[src/rtl/sp36_pkg.sv]
package sp36_pkg;
  localparam int unsigned WORD_W = 16;
  localparam int unsigned NIB_W  = 4;
  localparam int unsigned LEFT_NIBS = 3;
  localparam int unsigned LEFT_W = LEFT_NIBS * NIB_W;
  localparam int unsigned SLOTS_PER_WORD = 3;

  typedef enum logic [1:0] {
    ST_IDLE  = 2'd0,
    ST_PRIME = 2'd1,
    ST_RUN   = 2'd2
  } sp36_state_e;
endpackage

[src/rtl/sp36_align.sv]
module sp36_align
  import sp36_pkg::*;
(
  input  logic [LEFT_W-1:0] left_i,
  input  logic [1:0]        lcnt_i,
  input  logic [WORD_W-1:0] word_i,
  input  logic              tail_i,
  output logic [WORD_W-1:0] slot_o,
  output logic              need_word_o,
  output logic [LEFT_W-1:0] next_left_o,
  output logic [1:0]        next_lcnt_o
);
  localparam int unsigned CAT_W = LEFT_W + WORD_W;

  logic [CAT_W-1:0]  cat;
  logic [CAT_W-1:0]  win;
  logic [LEFT_W-1:0] keep_full;
  logic [LEFT_W-1:0] keep_less;
  logic [LEFT_W-1:0] nib_sh;
  logic [1:0]        lcnt_m1;

  always_comb begin
    cat       = {left_i, word_i};
    lcnt_m1   = lcnt_i - 2'd1;
    keep_full = ~({LEFT_W{1'b1}} << (NIB_W * lcnt_i));
    keep_less = ~({LEFT_W{1'b1}} << (NIB_W * lcnt_m1));
    win       = cat >> (NIB_W * lcnt_i);
    nib_sh    = left_i >> (NIB_W * lcnt_m1);
    slot_o      = '0;
    need_word_o = 1'b1;
    next_left_o = left_i;
    next_lcnt_o = lcnt_i;
    if (!tail_i) begin
      slot_o      = win[WORD_W-1:0];
      need_word_o = 1'b1;
      next_left_o = word_i[LEFT_W-1:0] & keep_full;
      next_lcnt_o = lcnt_i;
    end else if (lcnt_i == 2'd0) begin
      slot_o      = {word_i[WORD_W-1 -: NIB_W], {(WORD_W-NIB_W){1'b0}}};
      need_word_o = 1'b1;
      next_left_o = word_i[LEFT_W-1:0];
      next_lcnt_o = 2'(LEFT_NIBS);
    end else begin
      slot_o      = {nib_sh[NIB_W-1:0], {(WORD_W-NIB_W){1'b0}}};
      need_word_o = 1'b0;
      next_left_o = left_i & keep_less;
      next_lcnt_o = lcnt_m1;
    end
  end
endmodule

[src/rtl/sp36_wcount.sv]
module sp36_wcount #(
  parameter int unsigned CNT_W = 16
) (
  input  logic             clk,
  input  logic             rst_n,
  input  logic             load_i,
  input  logic [CNT_W-1:0] load_val_i,
  input  logic             dec_i,
  output logic             last_o
);
  logic [CNT_W-1:0] cnt_q, cnt_d;

  always_comb begin
    cnt_d = cnt_q;
    if (load_i)     cnt_d = load_val_i;
    else if (dec_i) cnt_d = cnt_q - 1'b1;
  end

  always_ff @(posedge clk or negedge rst_n) begin
    if (!rst_n) cnt_q <= '0;
    else if (load_i || dec_i) cnt_q <= cnt_d;
  end

  assign last_o = (cnt_q == CNT_W'(1));
endmodule

[src/rtl/sp36_packer.sv]
module sp36_packer
  import sp36_pkg::*;
#(
  parameter int unsigned CNT_W = 16
) (
  input  logic              clk,
  input  logic              rst_n,
  input  logic              start_i,
  input  logic [CNT_W-1:0]  count_i,
  input  logic [15:0]       in_data_i,
  input  logic              in_valid_i,
  output logic              in_ready_o,
  output logic [15:0]       out_data_o,
  output logic              out_valid_o,
  input  logic              out_ready_i,
  output logic              done_o
);
  localparam logic [1:0] TAIL_SLOT = 2'(SLOTS_PER_WORD - 1);

  logic [1:0] rst_sync_q;
  logic       rst_core_n;

  always_ff @(posedge clk or negedge rst_n) begin
    if (!rst_n) rst_sync_q <= 2'b00;
    else        rst_sync_q <= {rst_sync_q[0], 1'b1};
  end
  assign rst_core_n = rst_sync_q[1];

  sp36_state_e       state_q, state_d;
  logic [LEFT_W-1:0] left_q, left_d;
  logic [1:0]        lcnt_q, lcnt_d;
  logic [1:0]        slot_q, slot_d;
  logic              done_q, done_d;

  logic              tail;
  logic [WORD_W-1:0] al_slot;
  logic              al_need;
  logic [LEFT_W-1:0] al_left;
  logic [1:0]        al_lcnt;
  logic              cnt_load;
  logic              cnt_dec;
  logic              cnt_last;
  logic              fire;

  assign tail = (slot_q == TAIL_SLOT);

  sp36_align u_align (
    .left_i      (left_q),
    .lcnt_i      (lcnt_q),
    .word_i      (in_data_i),
    .tail_i      (tail),
    .slot_o      (al_slot),
    .need_word_o (al_need),
    .next_left_o (al_left),
    .next_lcnt_o (al_lcnt)
  );

  sp36_wcount #(.CNT_W(CNT_W)) u_count (
    .clk        (clk),
    .rst_n      (rst_core_n),
    .load_i     (cnt_load),
    .load_val_i (count_i),
    .dec_i      (cnt_dec),
    .last_o     (cnt_last)
  );

  always_comb begin
    state_d     = state_q;
    left_d      = left_q;
    lcnt_d      = lcnt_q;
    slot_d      = slot_q;
    done_d      = done_q;
    in_ready_o  = 1'b0;
    out_valid_o = 1'b0;
    cnt_load    = 1'b0;
    cnt_dec     = 1'b0;
    fire        = 1'b0;
    unique case (state_q)
      ST_IDLE: begin
        if (start_i) begin
          cnt_load = 1'b1;
          slot_d   = 2'd0;
          if (count_i == '0) begin
            done_d = 1'b1;
          end else begin
            done_d  = 1'b0;
            state_d = ST_PRIME;
          end
        end
      end
      ST_PRIME: begin
        in_ready_o = 1'b1;
        if (in_valid_i) begin
          left_d  = {{(LEFT_W-8){1'b0}}, in_data_i[7:0]};
          lcnt_d  = 2'd2;
          state_d = ST_RUN;
        end
      end
      ST_RUN: begin
        out_valid_o = !al_need || in_valid_i;
        in_ready_o  = al_need && out_ready_i;
        fire        = out_valid_o && out_ready_i;
        if (fire) begin
          left_d = al_left;
          lcnt_d = al_lcnt;
          slot_d = tail ? 2'd0 : slot_q + 2'd1;
          if (tail) begin
            cnt_dec = 1'b1;
            if (cnt_last) begin
              state_d = ST_IDLE;
              done_d  = 1'b1;
            end
          end
        end
      end
      default: state_d = ST_IDLE;
    endcase
  end

  always_ff @(posedge clk or negedge rst_core_n) begin
    if (!rst_core_n) begin
      state_q <= ST_IDLE;
      left_q  <= '0;
      lcnt_q  <= '0;
      slot_q  <= '0;
      done_q  <= 1'b0;
    end else begin
      state_q <= state_d;
      done_q  <= done_d;
      if (fire || state_q == ST_PRIME) begin
        left_q <= left_d;
        lcnt_q <= lcnt_d;
      end
      if (fire || (state_q == ST_IDLE && start_i)) slot_q <= slot_d;
    end
  end

  assign out_data_o = al_slot;
  assign done_o     = done_q;
endmodule

[config.mk]
export PLATFORM = sky130hd
export DESIGN_NAME = sp36_packer
export DESIGN_NICKNAME = d
export VERILOG_FILES = /design/src/rtl/sp36_pkg.sv /design/src/rtl/sp36_align.sv /design/src/rtl/sp36_wcount.sv /design/src/rtl/sp36_packer.sv
export SDC_FILE = /design/constraint.sdc
export NUM_CORES = 1
export LEC_CHECK = 0
export ABC_AREA = 0
export BUFFER_PORTS_ARGS = -buffer_cell sky130_fd_sc_hd__buf_2
export CAP_MARGIN = 40
export CORE_UTILIZATION = 40
export CTS_CLUSTER_SIZE = 14
export DETAILED_ROUTE_END_ITERATION = 8
export SLEW_MARGIN = 25
export SYNTH_ARGS = -nofsm -noshare
export SYNTH_HDL_FRONTEND = slang
export SYNTH_SLANG_ARGS = --single-unit
[constraint.sdc]
create_clock -name clk -period 4.8 [get_ports clk]
set_clock_uncertainty 0.2 [all_clocks]
set_input_delay 0.48 -clock clk [delete_from_list [all_inputs] [get_ports clk]]
set_output_delay 0.48 -clock clk [all_outputs]
set_load 0.01 [all_outputs]
==> flow_summary.toml <==
[sta]
hold_viol = 0
post-route-min-period_ns = 3.10
fin_crit_sh_pct = 64.5
fin_tns_setup_ns = 0
rsz0062_at_grt = "false"
max_slew_margin_pct = 49.8
tightest_slew_ns = 0.753
setup-violations-final = 0
max_freq_mhz = 323
worst_hold_slack_ns = 0.0738
maxSlewViolCount = 0

[detailed_routing]
drc = 10
drt.antenna.violating_nets = 0
num_vias = 2292
detail_route.wl_per_cell_microns = 15.2
routed_wl_microns = 6280
drt-initial-drc-count = 128
first_pass_iters = 9
via_per_inst = 5.55

[clocking]
h-tree-depth = 2
worstSkewPairLatency_ns = 0.29
root_buffer = "clkbuf_8"
cts_resized = 0
cts_tree = "yes"
cts.path.max_buffers = 2
numCtsBuffers = 5
cts.sinks = 37
clkTransAtPathRegs_ns = 0.07

[placement]
placed_area_sq_um = 3020
io_buffers = 55
gp_congestion = 0.792
hpwl_microns = 4620

[global_routing]
grt_max_degree = 28
grt_pass1_vias = 2202
grt_usage_pct = 18.7
antenna_found_initial = 0
gr-total-overflow = 0
grt_pass1_wl_microns = 10400

[setup_path]
cp_max_fo = 25
critical_path_required_ns = 4.12
critPathLaunchType = "register"
arrival_ns = 2.42
end_kind = "primary output"
slowest_delay_ns = 0.41
critPathKind = "register to primary output"
worstPathCellList = "buf_4 > inv_1 > ha_1 > nor2b_1 > a22oi_1 > nor2_1 > a21oi_1 > o21ai_0 > buf_2"
crit_slowest_cell = "ha_1"
r2r_cells = 8

[synthesis]
yosys.area.top_type = "dfrtp_1"
ys_seq_area_share_pct = 34.5
synth_area_leaders = "dfrtp_1 (35%), mux4_2 (13%), a21oi_1 (5.4%)"
synth_edf_count = 0
yosysTopAreaCellShare_pct = 34.5
synth_common_cells = "dfrtp_1 (37), a21oi_1 (29), nor2_1 (26)"
syn_area_per_cell_sq_um = 9.47
yosys_warnings = 0
netlist_area_sq_um = 2680
synthCells = 283
yosysMostFrequentCell = "dfrtp_1"
ys.flop_type = "dfrtp_1"
ys_types = 45
ys_ff_latch = 37
async_reset_ff_share_pct = 100
syn_nets = 330

[floorplan]
rows = 29
die_area_sq_um = 7030
pin_count = 56
initial_core_util_pct = 41.7
dieHeight_microns = 83.9
fp.dieW_microns = 83.9
coreArea_sq_um = 6420

[cells_and_area]
drive_above_1_share_pct = 26.5
final_cell_area_sq_um = 3130
synthToLayoutAreaGrowth_pct = 16.9
fillers = 628
antenna_cells = 0
final_nets = 382

[run_status]
violations = "DRC"
status = "complete, but fails checks"

[power]
ir_drop_mv = 0.241
finalPower_uw = 1750
leakage_uw = 0.00132
cellPowerDensity_nw_per_um2 = 557

[job]
max_cap_violations = 0

[min_path]
hp-class = "register to async pin"
==> state kept, by name, summed over array words and instances (netlist names) <==
signal         count
done_o             1
left_q            12
slot_q             2
u_count.cnt_q     16
state_q            2
rst_sync_q         2
lcnt_q             2
==> cell families (layout without fill, tap and decap cells) <==
| group | count (synthesis) | after routing | synth area share (%) |
|---|---|---|---|
| AO/OA/AOI/OAI | 69 | 69 | 15.7 |
| buffers and inverters | 30 | 83 | 4.53 |
| multiplexers | 25 | 25 | 17.1 |
| other | 1 | 1 | 0.140 |
| AND/OR/NAND/NOR | 96 | 96 | 18.3 |
| XOR/XNOR | 15 | 15 | 4.90 |
| adder cells (fa/ha/maj) | 10 | 10 | 4.67 |
| flip-flops | 37 | 37 | 34.5 |
==> power breakdown <==
group / switching (uW) / total (uW) / internal (uW) / leakage [uW]
Clock: 107 / 210 / 103 / 0.0000395
Combinational: 482 / 973 / 491 / 0.000838
Sequential: 124 / 563 / 439 / 0.000439
Total: 713 / 1750 / 1030 / 0.00132
==> cell type report <==
| class | count | area (sq um) | share of cell area (%) |
|---|---|---|---|
| Clock buffer | 8 | 80.1 | 2.56 |
| Inverter | 13 | 48.8 | 1.56 |
| Multi-Input combinational cell | 216 | 1630 | 52.1 |
| Sequential cell | 37 | 926 | 29.6 |
| Tap cell | 77 | 96.3 | 3.08 |
| Timing Repair Buffer | 62 | 348 | 11.1 |
==> through the flow <==
| step | setup slack [ns] | instances | util [%] |
|---|---|---|---|
| 2_1_floorplan | 1.86 | 283 | - |
| 3_3_place_gp | 1.77 | 401 | 46.7 |
| 3_5_place_dp | 1.67 | 402 | 47.0 |
| 4_1_cts | 1.43 | 412 | 48.5 |
| 5_1_grt | 1.47 | 413 | 48.8 |
| 6_report | 1.70 | 413 | 48.8 |
==> worst max-delay path, delay by kind of cell (launching register included) <==
family,cells,cell delay [ns]
flip-flops,1,0.33
AO/OA/AOI/OAI,3,0.37
buffers and inverters,3,0.65
AND/OR/NAND/NOR,2,0.38
adder cells (fa/ha/maj),1,0.41
==> path summary, 6_finish.rpt <==
check | startpoint | end | slack, ns
min | rst_sync_q[1]$_DFF_PN0_ | left_q[5]$_DFFE_PN0P_ | 0.07
max in group asynchronous | rst_sync_q[1]$_DFF_PN0_ | u_count.cnt_q[2]$_DFFE_PN0P_ | 3.61
min reg2reg | rst_sync_q[1]$_DFF_PN0_ | left_q[5]$_DFFE_PN0P_ | 0.07
max | lcnt_q[0]$_DFFE_PN0P_ | out_data_o[12] | 1.70
min in group clk | rst_sync_q[0]$_DFF_PN0_ | rst_sync_q[1]$_DFF_PN0_ | 0.15
max reg2reg | lcnt_q[0]$_DFFE_PN0P_ | state_q[0]$_DFFE_PN0P_ | 1.93
==> layer usage <==
metal  track usage (%)  vias to the layer above  part of all wire, %  routed length [microns]
met5                 0                        -                    0                        0
met4              5.17                        0                  1.3                       83
met3              3.46                        8                  3.5                      217
met2              31.2                       51                   48                     3030
met1              24.9                     1106                   47                     2950
li1                  -                     1127                    -                        -
==> repair_timing <==
action                    CTS  global route
buffers inserted            0             0
hold endpoints to repair   10             0
hold buffers                2             0
==> cell usage in the layout (no fill, tap or decap), types with 2 or more instances in the layout <==
cell	Yosys	routed
nor4_1	6	6
a21o_1	3	3
nand2_1	16	16
o21ai_1	2	2
inv_1	13	13
and2_1	12	12
nand4_1	4	4
xnor2_1	14	14
a31oi_1	2	2
a22oi_1	5	5
nand2b_1	4	4
a22o_1	7	7
mux4_2	16	16
nor2b_1	4	4
clkbuf_1	11	3
nor2_1	26	26
o21ai_0	13	13
mux2_1	2	2
or3_1	4	4
buf_8	0	2
clkbuf_8	0	5
ha_1	10	10
mux2_2	5	5
dlygate4sd3_1	0	2
dfrtp_1	37	37
buf_4	0	3
buf_2	1	55
nand3_1	6	6
a21oi_1	29	29
nor3_1	8	8
mux2i_1	2	2
Note: power is estimated with default switching activity, not from simulation.
